`config.mk`:
```
export PLATFORM = sky130hd
export DESIGN_NAME = dma_chan_ctrl
export DESIGN_NICKNAME = d
export VERILOG_FILES = /design/src/rtl/dma_cc_pkg.sv /design/src/rtl/dma_cc_cmd.sv /design/src/rtl/dma_cc_status.sv /design/src/rtl/dma_cc_regs.sv /design/src/rtl/dma_chan_ctrl.sv
export SDC_FILE = /design/constraint.sdc
export NUM_CORES = 1
export LEC_CHECK = 0
export CELL_PAD_IN_SITES_DETAIL_PLACEMENT = 1
export CELL_PAD_IN_SITES_GLOBAL_PLACEMENT = 2
export CORE_MARGIN = 1.5
export CORE_UTILIZATION = 30
export DETAILED_ROUTE_END_ITERATION = 12
export GPL_TIMING_DRIVEN = 1
export PLACE_DENSITY = 0.82
export SLEW_MARGIN = 25
export SYNTH_ARGS = -nofsm -noshare
export SYNTH_HDL_FRONTEND = slang
export SYNTH_SLANG_ARGS = --single-unit
```
`constraint.sdc`:
```
create_clock -name clk -period 2.3 [get_ports clk]
set_input_delay 0.46 -clock clk [delete_from_list [all_inputs] [get_ports clk]]
set_output_delay 0.46 -clock clk [all_outputs]
set_load 0.02 [all_outputs]
```
`src/rtl/dma_cc_pkg.sv`:
```
// Package: shared widths, register pair codes, bit positions and masks
// for the DMA channel command/status unit. Assumes 8-bit byte lanes.
package dma_cc_pkg;
    localparam int BYTE_W = 8;
    localparam int REG_W  = 16;
    localparam int ADDR_W = 2;
    localparam int LANES  = REG_W / BYTE_W;

    typedef enum logic [ADDR_W-1:0] {
        PAIR_STAT = 2'd0,
        PAIR_MODE = 2'd1,
        PAIR_SEQ  = 2'd2,
        PAIR_NONE = 2'd3
    } pair_e;

    // Status byte bit positions
    localparam int ST_ACT    = 3;
    localparam int ST_PERIPH = 0;

    // Command byte bit positions
    localparam int CC_GO     = 7;
    localparam int CC_RESUME = 6;
    localparam int CC_PAUSE  = 5;
    localparam int CC_STOP   = 4;

    localparam logic [BYTE_W-1:0] ACT_MASK   = 8'h08;
    localparam logic [BYTE_W-1:0] W1C_MASK   = 8'hF6;
    localparam logic [BYTE_W-1:0] STORE_MASK = 8'hF8;
    localparam logic [BYTE_W-1:0] STOP_SET   = 8'h90;
    localparam logic [BYTE_W-1:0] DONE_SET   = 8'hE0;
    localparam logic [BYTE_W-1:0] GO_CLEAR   = 8'hF0;
    localparam logic [BYTE_W-1:0] ERR_STOP   = 8'h11;
endpackage

```
`src/rtl/dma_cc_cmd.sv`:
```
// Command decoder: turns a register write into a status write strobe
// and raw command requests taken from the low byte of the sequence pair.
// Assumes reg_be[0] is the low byte lane and reg_be[1] the high one.
module dma_cc_cmd
    import dma_cc_pkg::*;
(
    input  logic              wr,
    input  logic [ADDR_W-1:0] addr,
    input  logic [LANES-1:0]  be,
    input  logic [BYTE_W-1:0] cc_byte,
    output logic              stat_wr,
    output logic              req_go,
    output logic              req_stop,
    output logic              req_pause,
    output logic              req_resume
);
    logic cc_wr;

    // Decode which byte of which pair this write targets
    always_comb begin
        stat_wr = wr && (addr == PAIR_STAT) && be[LANES-1];
        cc_wr   = wr && (addr == PAIR_SEQ) && be[0];
    end

    // Raw command requests, before any state qualification
    always_comb begin
        req_go     = cc_wr && cc_byte[CC_GO];
        req_stop   = cc_wr && cc_byte[CC_STOP];
        req_pause  = cc_wr && cc_byte[CC_PAUSE];
        req_resume = cc_wr && cc_byte[CC_RESUME];
    end
endmodule

```
`src/rtl/dma_cc_status.sv`:
```
// Status engine: qualifies the command requests against the channel state,
// holds the status byte, the error code, the paused flag and the CPU hold,
// and issues registered one-cycle command pulses. Order of effects in a cycle:
// clear-by-one write, then completion, then abort, then start (later wins).
module dma_cc_status
    import dma_cc_pkg::*;
#(
    parameter logic [BYTE_W-1:0] ERR_CODE = ERR_STOP
) (
    input  logic              clk,
    input  logic              rst_n,
    input  logic              stat_wr,
    input  logic [BYTE_W-1:0] clr_bits,
    input  logic              req_go,
    input  logic              req_stop,
    input  logic              req_pause,
    input  logic              req_resume,
    input  logic              done_in,
    input  logic              burst_mode,
    output logic [BYTE_W-1:0] stat_q,
    output logic [BYTE_W-1:0] err_q,
    output logic              halted_q,
    output logic              hold_q,
    output logic              done_take,
    output logic              go_p,
    output logic              stop_p,
    output logic              pause_p,
    output logic              resume_p
);
    logic              act;
    logic              stop_take;
    logic              go_take;
    logic              pause_take;
    logic              resume_take;
    logic [BYTE_W-1:0] stat_d;
    logic [BYTE_W-1:0] err_d;
    logic              halted_d;
    logic              hold_d;

    // Decide which commands are accepted in this cycle
    always_comb begin
        act         = stat_q[ST_ACT];
        done_take   = done_in && act;
        stop_take   = req_stop && act && !done_take;
        go_take     = req_go && !req_stop;
        pause_take  = req_pause && act && !done_take && !stop_take && !go_take;
        resume_take = req_resume && halted_q && !pause_take && !done_take && !stop_take;
    end

    // Next status byte and error code
    always_comb begin
        stat_d = stat_q;
        if (stat_wr)
            stat_d = stat_d & ~(clr_bits & W1C_MASK);
        if (done_take)
            stat_d = (stat_d | DONE_SET) & ~ACT_MASK;
        if (stop_take)
            stat_d = (stat_d | STOP_SET) & ~ACT_MASK;
        if (go_take)
            stat_d = (stat_d & ~GO_CLEAR) | ACT_MASK;
        stat_d = stat_d & STORE_MASK;
        err_d  = stop_take ? ERR_CODE : err_q;
    end

    // Next paused flag and CPU hold request
    always_comb begin
        halted_d = halted_q;
        if (resume_take || done_take || stop_take || go_take)
            halted_d = 1'b0;
        if (pause_take)
            halted_d = 1'b1;
        hold_d = hold_q;
        if (done_take || stop_take)
            hold_d = 1'b0;
        if (go_take)
            hold_d = burst_mode;
    end

    // State registers
    always_ff @(posedge clk) begin
        if (!rst_n) begin
            stat_q   <= '0;
            err_q    <= '0;
            halted_q <= 1'b0;
            hold_q   <= 1'b0;
        end else begin
            stat_q   <= stat_d;
            err_q    <= err_d;
            halted_q <= halted_d;
            hold_q   <= hold_d;
        end
    end

    // One-cycle command pulses toward the transfer engine
    always_ff @(posedge clk) begin
        if (!rst_n) begin
            go_p     <= 1'b0;
            stop_p   <= 1'b0;
            pause_p  <= 1'b0;
            resume_p <= 1'b0;
        end else begin
            go_p     <= go_take;
            stop_p   <= stop_take;
            pause_p  <= pause_take;
            resume_p <= resume_take;
        end
    end
endmodule

```
`src/rtl/dma_cc_regs.sv`:
```
// Plain control storage: the mode pair (device-mode, operation) and the
// sequence pair (sequence, command), one byte register per lane. The
// stored command byte loses bits 7:6 when the channel completes.
module dma_cc_regs
    import dma_cc_pkg::*;
(
    input  logic                             clk,
    input  logic                             rst_n,
    input  logic                             wr,
    input  logic [ADDR_W-1:0]                addr,
    input  logic [LANES-1:0]                 be,
    input  logic [REG_W-1:0]                 wdata,
    input  logic                             done_take,
    output logic [1:0][REG_W-1:0]            words
);
    localparam int NPAIR = 2;

    for (genvar p = 0; p < NPAIR; p++) begin : g_pair
        for (genvar l = 0; l < LANES; l++) begin : g_lane
            localparam bit IS_CC = (p == NPAIR - 1) && (l == 0);
            logic [BYTE_W-1:0] q;
            logic              hit;

            // Lane write select for this pair
            always_comb hit = wr && (addr == ADDR_W'(p + 1)) && be[l];

            // Byte storage, with completion clearing start/resume bits of the command byte
            always_ff @(posedge clk) begin
                if (!rst_n) begin
                    q <= '0;
                end else begin
                    if (hit)
                        q <= wdata[l*BYTE_W +: BYTE_W];
                    if (IS_CC && done_take)
                        q[BYTE_W-1 -: 2] <= 2'b00;
                end
            end

            assign words[p][l*BYTE_W +: BYTE_W] = q;
        end
    end
endmodule

```
`src/rtl/dma_chan_ctrl.sv`:
```
// Top: DMA channel command/status unit. Wires the decoder, status engine
// and control storage, and muxes the selected register pair onto the read
// port. Assumes a single clock and a synchronous active-low reset.
module dma_chan_ctrl
    import dma_cc_pkg::*;
(
    input  logic              clk,
    input  logic              rst_n,
    input  logic [ADDR_W-1:0] reg_addr,
    input  logic              reg_wr,
    input  logic [LANES-1:0]  reg_be,
    input  logic [REG_W-1:0]  reg_wdata,
    output logic [REG_W-1:0]  reg_rdata,
    input  logic              xfer_done,
    input  logic              periph_flag,
    output logic              go_pulse,
    output logic              stop_pulse,
    output logic              pause_pulse,
    output logic              resume_pulse,
    output logic              cpu_hold
);
    logic                  stat_wr;
    logic                  req_go;
    logic                  req_stop;
    logic                  req_pause;
    logic                  req_resume;
    logic                  done_take;
    logic [BYTE_W-1:0]     stat_q;
    logic [BYTE_W-1:0]     err_q;
    logic                  halted_q;
    logic                  chan_active;
    logic                  burst_mode;
    logic [1:0][REG_W-1:0] words;

    dma_cc_cmd u_cmd (
        .wr         (reg_wr),
        .addr       (reg_addr),
        .be         (reg_be),
        .cc_byte    (reg_wdata[BYTE_W-1:0]),
        .stat_wr    (stat_wr),
        .req_go     (req_go),
        .req_stop   (req_stop),
        .req_pause  (req_pause),
        .req_resume (req_resume)
    );

    dma_cc_status #(.ERR_CODE(ERR_STOP)) u_stat (
        .clk        (clk),
        .rst_n      (rst_n),
        .stat_wr    (stat_wr),
        .clr_bits   (reg_wdata[REG_W-1:BYTE_W]),
        .req_go     (req_go),
        .req_stop   (req_stop),
        .req_pause  (req_pause),
        .req_resume (req_resume),
        .done_in    (xfer_done),
        .burst_mode (burst_mode),
        .stat_q     (stat_q),
        .err_q      (err_q),
        .halted_q   (halted_q),
        .hold_q     (cpu_hold),
        .done_take  (done_take),
        .go_p       (go_pulse),
        .stop_p     (stop_pulse),
        .pause_p    (pause_pulse),
        .resume_p   (resume_pulse)
    );

    dma_cc_regs u_regs (
        .clk       (clk),
        .rst_n     (rst_n),
        .wr        (reg_wr),
        .addr      (reg_addr),
        .be        (reg_be),
        .wdata     (reg_wdata),
        .done_take (done_take),
        .words     (words)
    );

    // Channel state views used by the mode decode and the checker
    always_comb begin
        chan_active = stat_q[ST_ACT];
        burst_mode  = (words[0][REG_W-1 -: 2] == 2'b00);
    end

    // Read mux over the register pairs
    always_comb begin
        case (reg_addr)
            PAIR_STAT: reg_rdata = {stat_q | (BYTE_W'(periph_flag) << ST_PERIPH), err_q};
            PAIR_MODE: reg_rdata = words[0];
            PAIR_SEQ:  reg_rdata = words[1];
            default:   reg_rdata = '0;
        endcase
    end
endmodule

```
==> metrics.md, run 1 <==
| Metric | Value |
|---|---|
| CP Capture Type | output pin |
| Vias in the first global route | between 1500 and 2000 |
| Power Total | 1.46 mW |
| Max Freq | approximately 460 MHz |
| First-pass GRT wire length | 9.16 mm |
| Initial antenna violation count | 0 |
| Share of layout cells above drive strength 1 | between 10% and 20% |
| Hold Buf Count CTS | 0 |
| CTS tree | yes |
| EDFF count, synth | 0 |
| Area of the multi-input gates | roughly 930 um2 |
| Crit path cell chain | clkdlybuf4s50_1 > buf_12 > nor2b_2 > a21oi_1 > o21ai_0 > buf_2 |
| GRT overflow | 0 |
| Crit path time final | 2.18 ns |
| Leakage | 0.932 nW |
| IO Pins | between 40 and 50 |
| Final Instance Area | 2520 um2 |
| Mean Syn Cell Area | between 8 and 9 um2 |
| Flip-flop and latch area | between 800 and 900 um2 |
| DIE HEIGHT | roughly 83 um |
| Via count | approximately 1800 |
| Clock skew | approximately 0.0016 ns |
| Port bufs | between 40 and 50 |
| Netlist cell types | 30 |
| Skew-Pair Late Insertion Delay | 0.28 ns |
| DP Area | between 2000 and 2500 um2 |
| Routed WL | approximately 5.3 mm |
| Most common cell in the netlist | nand2_1 |
| DP Wirelength | 3.84 mm |
| Synth Instances | roughly 240 |
| Synth warn | 0 |
| # diodes | 0 |
| TritonCTS Buffers | 5 |
| Die ar. | just under 7000 um2 |
| Rel. slew slack | between 70% and 80% |
| CP Max Fanout | 12 |
| Post-Synthesis Net Count | between 200 and 300 |
| Pin count of the biggest net entering global routing | 24 |
| Clock sinks | 44 |
| Die width | roughly 83 um |
| GRT Util Overall | between 15 and 20% |
| Synthesis-stage register bit count | 44 |
| Synth top area share | 45.4% |
| Final Hold Slack | 0.454 ns |
| Leading area contributor after synthesis | dfxtp_1 |
| Worst endpoint required time | 1.84 ns |
| Starting Density | 30.9% |
| Hold path depth | 2 |
| Async set or reset register ratio after synthesis | 0% |
| Core Area | ~6300 um2 |
| Post-route setup TNS | 0 ns |
| CP Launch Type | primary input |
| Finish-stage setup viols | 0 |
| Critical Path Max Stage Delay | roughly 0.5 ns |
| Setup CP Type | in2out |
| Maximum VDD drop | 305 uV |
| Setup WS pre-CTS | -0.343 ns |
| Hold Crit Class | reg2reg |
| Routed len/inst | 14.6 um |
| Final WS setup | roughly 0.12 ns |
| Main flop type after synthesis | dfxtp_1 |
| CTS H-tree depth | 2 |
| Final hold violations | 0 |
| FF-to-FF path depth | 3 |
| Number of remaining DRC errors | 0 |
| Worst EP arrival | roughly 1.7 ns |
| PD cells | between 500 and 600 nW/um2 |
| Final Cycle Share | ~95% |
| Area delta synth->final | 29.8% |
| Top cells by count, synth | 76 x nand2_1, 44 x dfxtp_1, 38 x a21oi_1 |
| Placer Congestion | around 0.76 |
| Detail Route Antenna Nets | 0 |
| Clock transition at path regs | roughly 0.080 ns |
| Drt first-iter violations | 56 |
| Synth top area cells | dfxtp_1 45%, nand2_1 15%, a21oi_1 9.8% |
| Run status | finished, final reports clean |
| Post-Place Cells | around 360 |
| Worst-margin pin slew | approximately 0.44 ns |
| Fill cells | 781 |
| # Max-Cap Violations | 0 |
| Slowest cell on crit path | clkdlybuf4s50_1 |
| Rows | 29 |
| Mapped Area | a little under 2000 um2 |
| Non-filler cells, final | roughly 370 |
| Fin. max-slew vios | 0 |
| Final Util | between 40% and 50% |
| Vias per std cell | 4.98 |
| Max Root-Sink Buffers | 2 |
| RSZ-0062 raised after global routing | false |
| Clk root buf | clkbuf_8 |
| DRT Pass-1 Iters | 4 |
| # nets final | between 300 and 400 |
| Sequential share of the synthesized area | approximately 45% |
==> report_power, final <==
part           switching, mW  internal, mW  leakage [nW]
combinational         0.0866        0.0781         0.526
sequential           0.00716         0.774         0.356
clock                  0.250         0.268        0.0503
total                  0.344          1.12         0.932
==> timing repair <==
action / in CTS / in global routing
cloned: 0 / 0
setup buffers: 0 / 0
setup endpoints to repair: 16 / 15
gates resized for setup: 30 / 31
hold endpoints to repair: 0 / 0
==> critical path: cells and delay by family <==
family | cells | cell delay [ns]
AO/OA/AOI/OAI | 2 | 0.23
AND/OR/NAND/NOR | 1 | 0.14
buffers and inverters | 3 | 0.90
==> layer usage <==
layer | up-vias | global-route usage (%) | wire [um]
met5 | - | 0 | 0
met4 | 0 | 4.09 | 33
met3 | 4 | 2.88 | 175
met2 | 30 | 26.8 | 2640
met1 | 870 | 22.0 | 2470
li1 | 915 | - | -
==> path summary, 6_finish.rpt <==
path	startpoint	to	slack [ns]
hold / removal	u_stat.err_q[0]	u_stat.err_q[0]	0.45
setup / recovery	reg_addr[1]	reg_rdata[4]	0.12
hold reg to reg	u_stat.err_q[0]	u_stat.err_q[0]	0.45
setup reg to reg	u_stat.stat_q[3]	u_stat.resume_p	1.05
==> kinds of logic after synthesis <==
group                  count (synthesis)  synth area share, %
multiplexers                           7                 3.62
flip-flops                            44                 45.4
AO/OA/AOI/OAI                         65                 19.8
buffers and inverters                 25                 6.71
AND/OR/NAND/NOR                      100                 24.4
==> state kept, by name, indices dropped and copies added, names as in the netlist <==
signal,cells
u_stat.err_q,1
u_stat.halted_q,1
u_stat.stop_p,1
u_stat.go_p,1
u_stat.pause_p,1
u_stat.resume_p,1
u_stat.hold_q,1
u_regs.g_pair.g_lane.q,32
u_stat.stat_q,5
==> layout by cell type, fill, tap and decap left out, types with 3 or more instances in the layout <==
cell and n:
nand2_1 76, dfxtp_1 44, a21oi_1 38, clkdlybuf4s50_1 29, clkbuf_2 14, o21ai_0 13, buf_4 11, a22o_1 8
mux2i_1 7, inv_1 7, clkbuf_8 7, nand4b_1 4, and4b_1 3
==> cell type report <==
type | count | area share [%]
Clock buffer | 7 | 3.83
Inverter | 7 | 1.04
Multi-Input combinational cell | 172 | 37.0
Sequential cell | 44 | 35.0
Tap cell | 77 | 3.83
Timing Repair Buffer | 58 | 19.2
No activity file was read; power rests on OpenSTA's default activity.
==> run 2, diff against run 1 <==
--- a/config.mk
+++ b/config.mk
@@ -5,9 +5,10 @@
 export SDC_FILE = /design/constraint.sdc
 export NUM_CORES = 1
 export LEC_CHECK = 0
+export CAP_MARGIN = 5
 export CELL_PAD_IN_SITES_DETAIL_PLACEMENT = 1
 export CELL_PAD_IN_SITES_GLOBAL_PLACEMENT = 2
-export CORE_MARGIN = 1.5
+export CORE_MARGIN = 2
 export CORE_UTILIZATION = 30
 export DETAILED_ROUTE_END_ITERATION = 12
 export GPL_TIMING_DRIVEN = 1
==> run 2 against run 1 <==
Against the previous run: non-clock buffer count rose by 1; wire length is 5.3% higher; combinational power grew 2%; clock power up 15%; setup slack lost 0.030 ns; global-route usage grew 0.43 points; clock skew is 0.0018 ns higher; register-to-register slack lost 0.03 ns; sequential power barely moved.
==> metrics.md, run 2 (synthesized netlist as in run 1, its figures left out) <==
| Metric | Value |
|---|---|
| Final Util | 41.1% (+0.98 points) |
| # Max-Cap Violations | 0 (unchanged) |
| DIE HEIGHT | 84.4 um (+1.2%) |
| TritonCTS Buffers | 5 (unchanged) |
| Skew-Pair Late Insertion Delay | 0.30 ns (+0.02 ns) |
| Area delta synth->final | 33.8% |
| Largest regs | u_regs.g_pair.g_lane.q: 32 flops, u_stat.stat_q: 5 flops |
| Pin count of the biggest net entering global routing | 19 (-21%) |
| Routed len/inst | 15.3 um (+4.7%) |
| Leakage | 0.949 nW (+1.8%) |
| Hold path depth | 2 (unchanged) |
| Max Root-Sink Buffers | 2 (unchanged) |
| Fin. max-slew vios | 0 (unchanged) |
| Vias per std cell | 4.96 (-0.49%) |
| Detail Route Antenna Nets | 0 (unchanged) |
| Vias in the first global route | 1940 (+2.7%) |
| PD cells | 596 nW/um2 (+2.5%) |
| Port bufs | 45 (unchanged) |
| Final Hold Slack | 0.461 ns (+0.00752 ns) |
| IO Pins | 46 (unchanged) |
| Finish-stage setup viols | 0 (unchanged) |
| Routed WL | 5.60 mm (+5.3%) |
| Core Area | 6310 um2 (+0.58%) |
| CP Launch Type | primary input |
| Crit path cell chain | clkdlybuf4s50_1 > nor2b_2 > buf_12 > a22o_1 > dlygate4sd2_1 |
| Initial antenna violation count | 0 (unchanged) |
| Register with the most flip-flops | u_regs.g_pair.g_lane.q |
| DP Wirelength | 4.06 mm (+5.8%) |
| # diodes | 0 (unchanged) |
| Number of remaining DRC errors | 0 (unchanged) |
| Critical Path Max Stage Delay | 0.49 ns (about the same) |
| Worst endpoint required time | 1.84 ns (about the same) |
| Drt first-iter violations | 38 (-32%) |
| Hold Buf Count CTS | 0 (unchanged) |
| Maximum VDD drop | 318 uV (+4.3%) |
| Clock sinks | 44 (unchanged) |
| Die ar. | 7120 um2 (+2.4%) |
| Die width | 84.4 um (+1.2%) |
| Commonest non-fill, non-tap cell in the layout | nand2_1 |
| GRT overflow | 0 (unchanged) |
| GRT Util Overall | 16.7% (+0.43 points) |
| CP Capture Type | output pin |
| FF-to-FF path depth | 3 (unchanged) |
| RSZ-0062 raised after global routing | false |
| Max Freq | 451 MHz (-1.4%) |
| Final Cycle Share | 96.3% (+1.3 points) |
| CTS tree | yes |
| First-pass GRT wire length | 9.47 mm (+3.4%) |
| Setup CP Type | in2out |
| Rows | 29 (unchanged) |
| # nets final | 314 (+0.32%) |
| Worst EP arrival | 1.76 ns (+0.04 ns) |
| CP Max Fanout | 16 (+4) |
| DRT Pass-1 Iters | 4 (unchanged) |
| Max FFs per register | 32 (unchanged) |
| Placer Congestion | 0.773 (+1.5%) |
| Via count | 1820 (+0.055%) |
| Clock transition at path regs | 0.08 ns (about the same) |
| Starting Density | 30.7% (-0.18 points) |
| CTS H-tree depth | 2 (unchanged) |
| Rel. slew slack | 70.9% (+0.17 points) |
| Crit path time final | 2.22 ns (+0.0303 ns) |
| Slowest cell on crit path | clkdlybuf4s50_1 |
| Worst-margin pin slew | 0.435 ns (-0.00130 ns) |
| Clk root buf | clkbuf_8 |
| Hold Crit Class | reg2reg |
| Share of layout cells above drive strength 1 | 11.4% (-3.2 points) |
| Commonest non-fill, non-tap cells in the layout | 76 x nand2_1, 44 x dfxtp_1, 38 x a21oi_1, 28 x clkdlybuf4s50_1, 13 x o21ai_0 |
| Run status | finished, final reports clean |
| Final hold violations | 0 (unchanged) |
| Clock skew | 0.00337 ns (+0.00175 ns) |
==> run 2: cell types whose count changed in the layout (fill, tap and decap cells not counted), moves of 2 or more <==
cell and delta:
clkdlybuf4s15_1 +7, dlygate4sd2_1 +2, buf_2 -2, clkbuf_2 -8, clkbuf_8 -2
==> run 2: layer usage <==
metal / up-vias / part of all wire, % / track usage (%)
met3: 8 / 3.1 / 3.44
met5: - / 0 / 0
met1: 865 / 49 / 22.1
li1: 917 / - / -
met2: 30 / 47 / 27.4
met4: 0 / 1.2 / 5.19
==> run 2: what timing repair did <==
action | in CTS | in global routing
resized for setup | 23 | 26
setup buffers | 2 | 0
setup endpoints to repair | 16 | 14
hold endpoints to repair | 0 | 0
==> run 2: area by class of cell <==
| class | instances | area (um2) |
|---|---|---|
| fill | 776 | 3720 |
| multi-input combinational | 172 | 930 |
| sequential | 44 | 881 |
| timing repair buffer | 59 | 552 |
| tap | 77 | 96.3 |
| clock buffer | 6 | 72.6 |
| clock inverter | 2 | 35.0 |
| inverter | 7 | 26.3 |
==> run 2: path summary, 6_finish.rpt <==
| path | startpoint | end | slack (ns) |
|---|---|---|---|
| max | reg_addr[0] | reg_rdata[9] | 0.08 |
| min | u_regs.g_pair[0].g_lane[0].q[5] | u_regs.g_pair[0].g_lane[0].q[5] | 0.46 |
| max reg2reg | u_stat.stat_q[3] | u_stat.resume_p | 1.02 |
| min reg2reg | u_regs.g_pair[0].g_lane[0].q[5] | u_regs.g_pair[0].g_lane[0].q[5] | 0.46 |
==> run 2: report_power, final <==
part	internal [mW]	leakage [nW]	switching (mW)
clock network	0.323	0.0552	0.273
registers	0.774	0.356	0.00758
logic	0.0809	0.538	0.0880
==> run 2: worst max-delay path: cells and delay by family <==
| kind | cells | cell delay (ns) |
|---|---|---|
| buffers and inverters | 3 | 0.97 |
| AND/OR/NAND/NOR | 1 | 0.19 |
| AO/OA/AOI/OAI | 1 | 0.13 |
==> run 2: per-stage QoR <==
step           worst slack (ns)  cell area, um2  TNS [ns]  total power [mW]  std cells
6_report                 0.0848            2590         0              1.55        367
5_1_grt                 0.00340            2590         0              1.62        367
4_1_cts                 0.00239            2610         0              1.56        367
3_5_place_dp             -0.341            2500     -4.59             0.970        357
3_3_place_gp             -0.327            2500     -4.30             0.967        357
2_1_floorplan             0.479            1940         0             0.878        241
==> run 3, diff against run 2 <==
--- a/config.mk
+++ b/config.mk
@@ -5,7 +5,6 @@
 export SDC_FILE = /design/constraint.sdc
 export NUM_CORES = 1
 export LEC_CHECK = 0
-export CAP_MARGIN = 5
 export CELL_PAD_IN_SITES_DETAIL_PLACEMENT = 1
 export CELL_PAD_IN_SITES_GLOBAL_PLACEMENT = 2
 export CORE_MARGIN = 2
==> results of run 3 <==
Same layout as run 2: the final DEF is identical, and so are final timing and power.
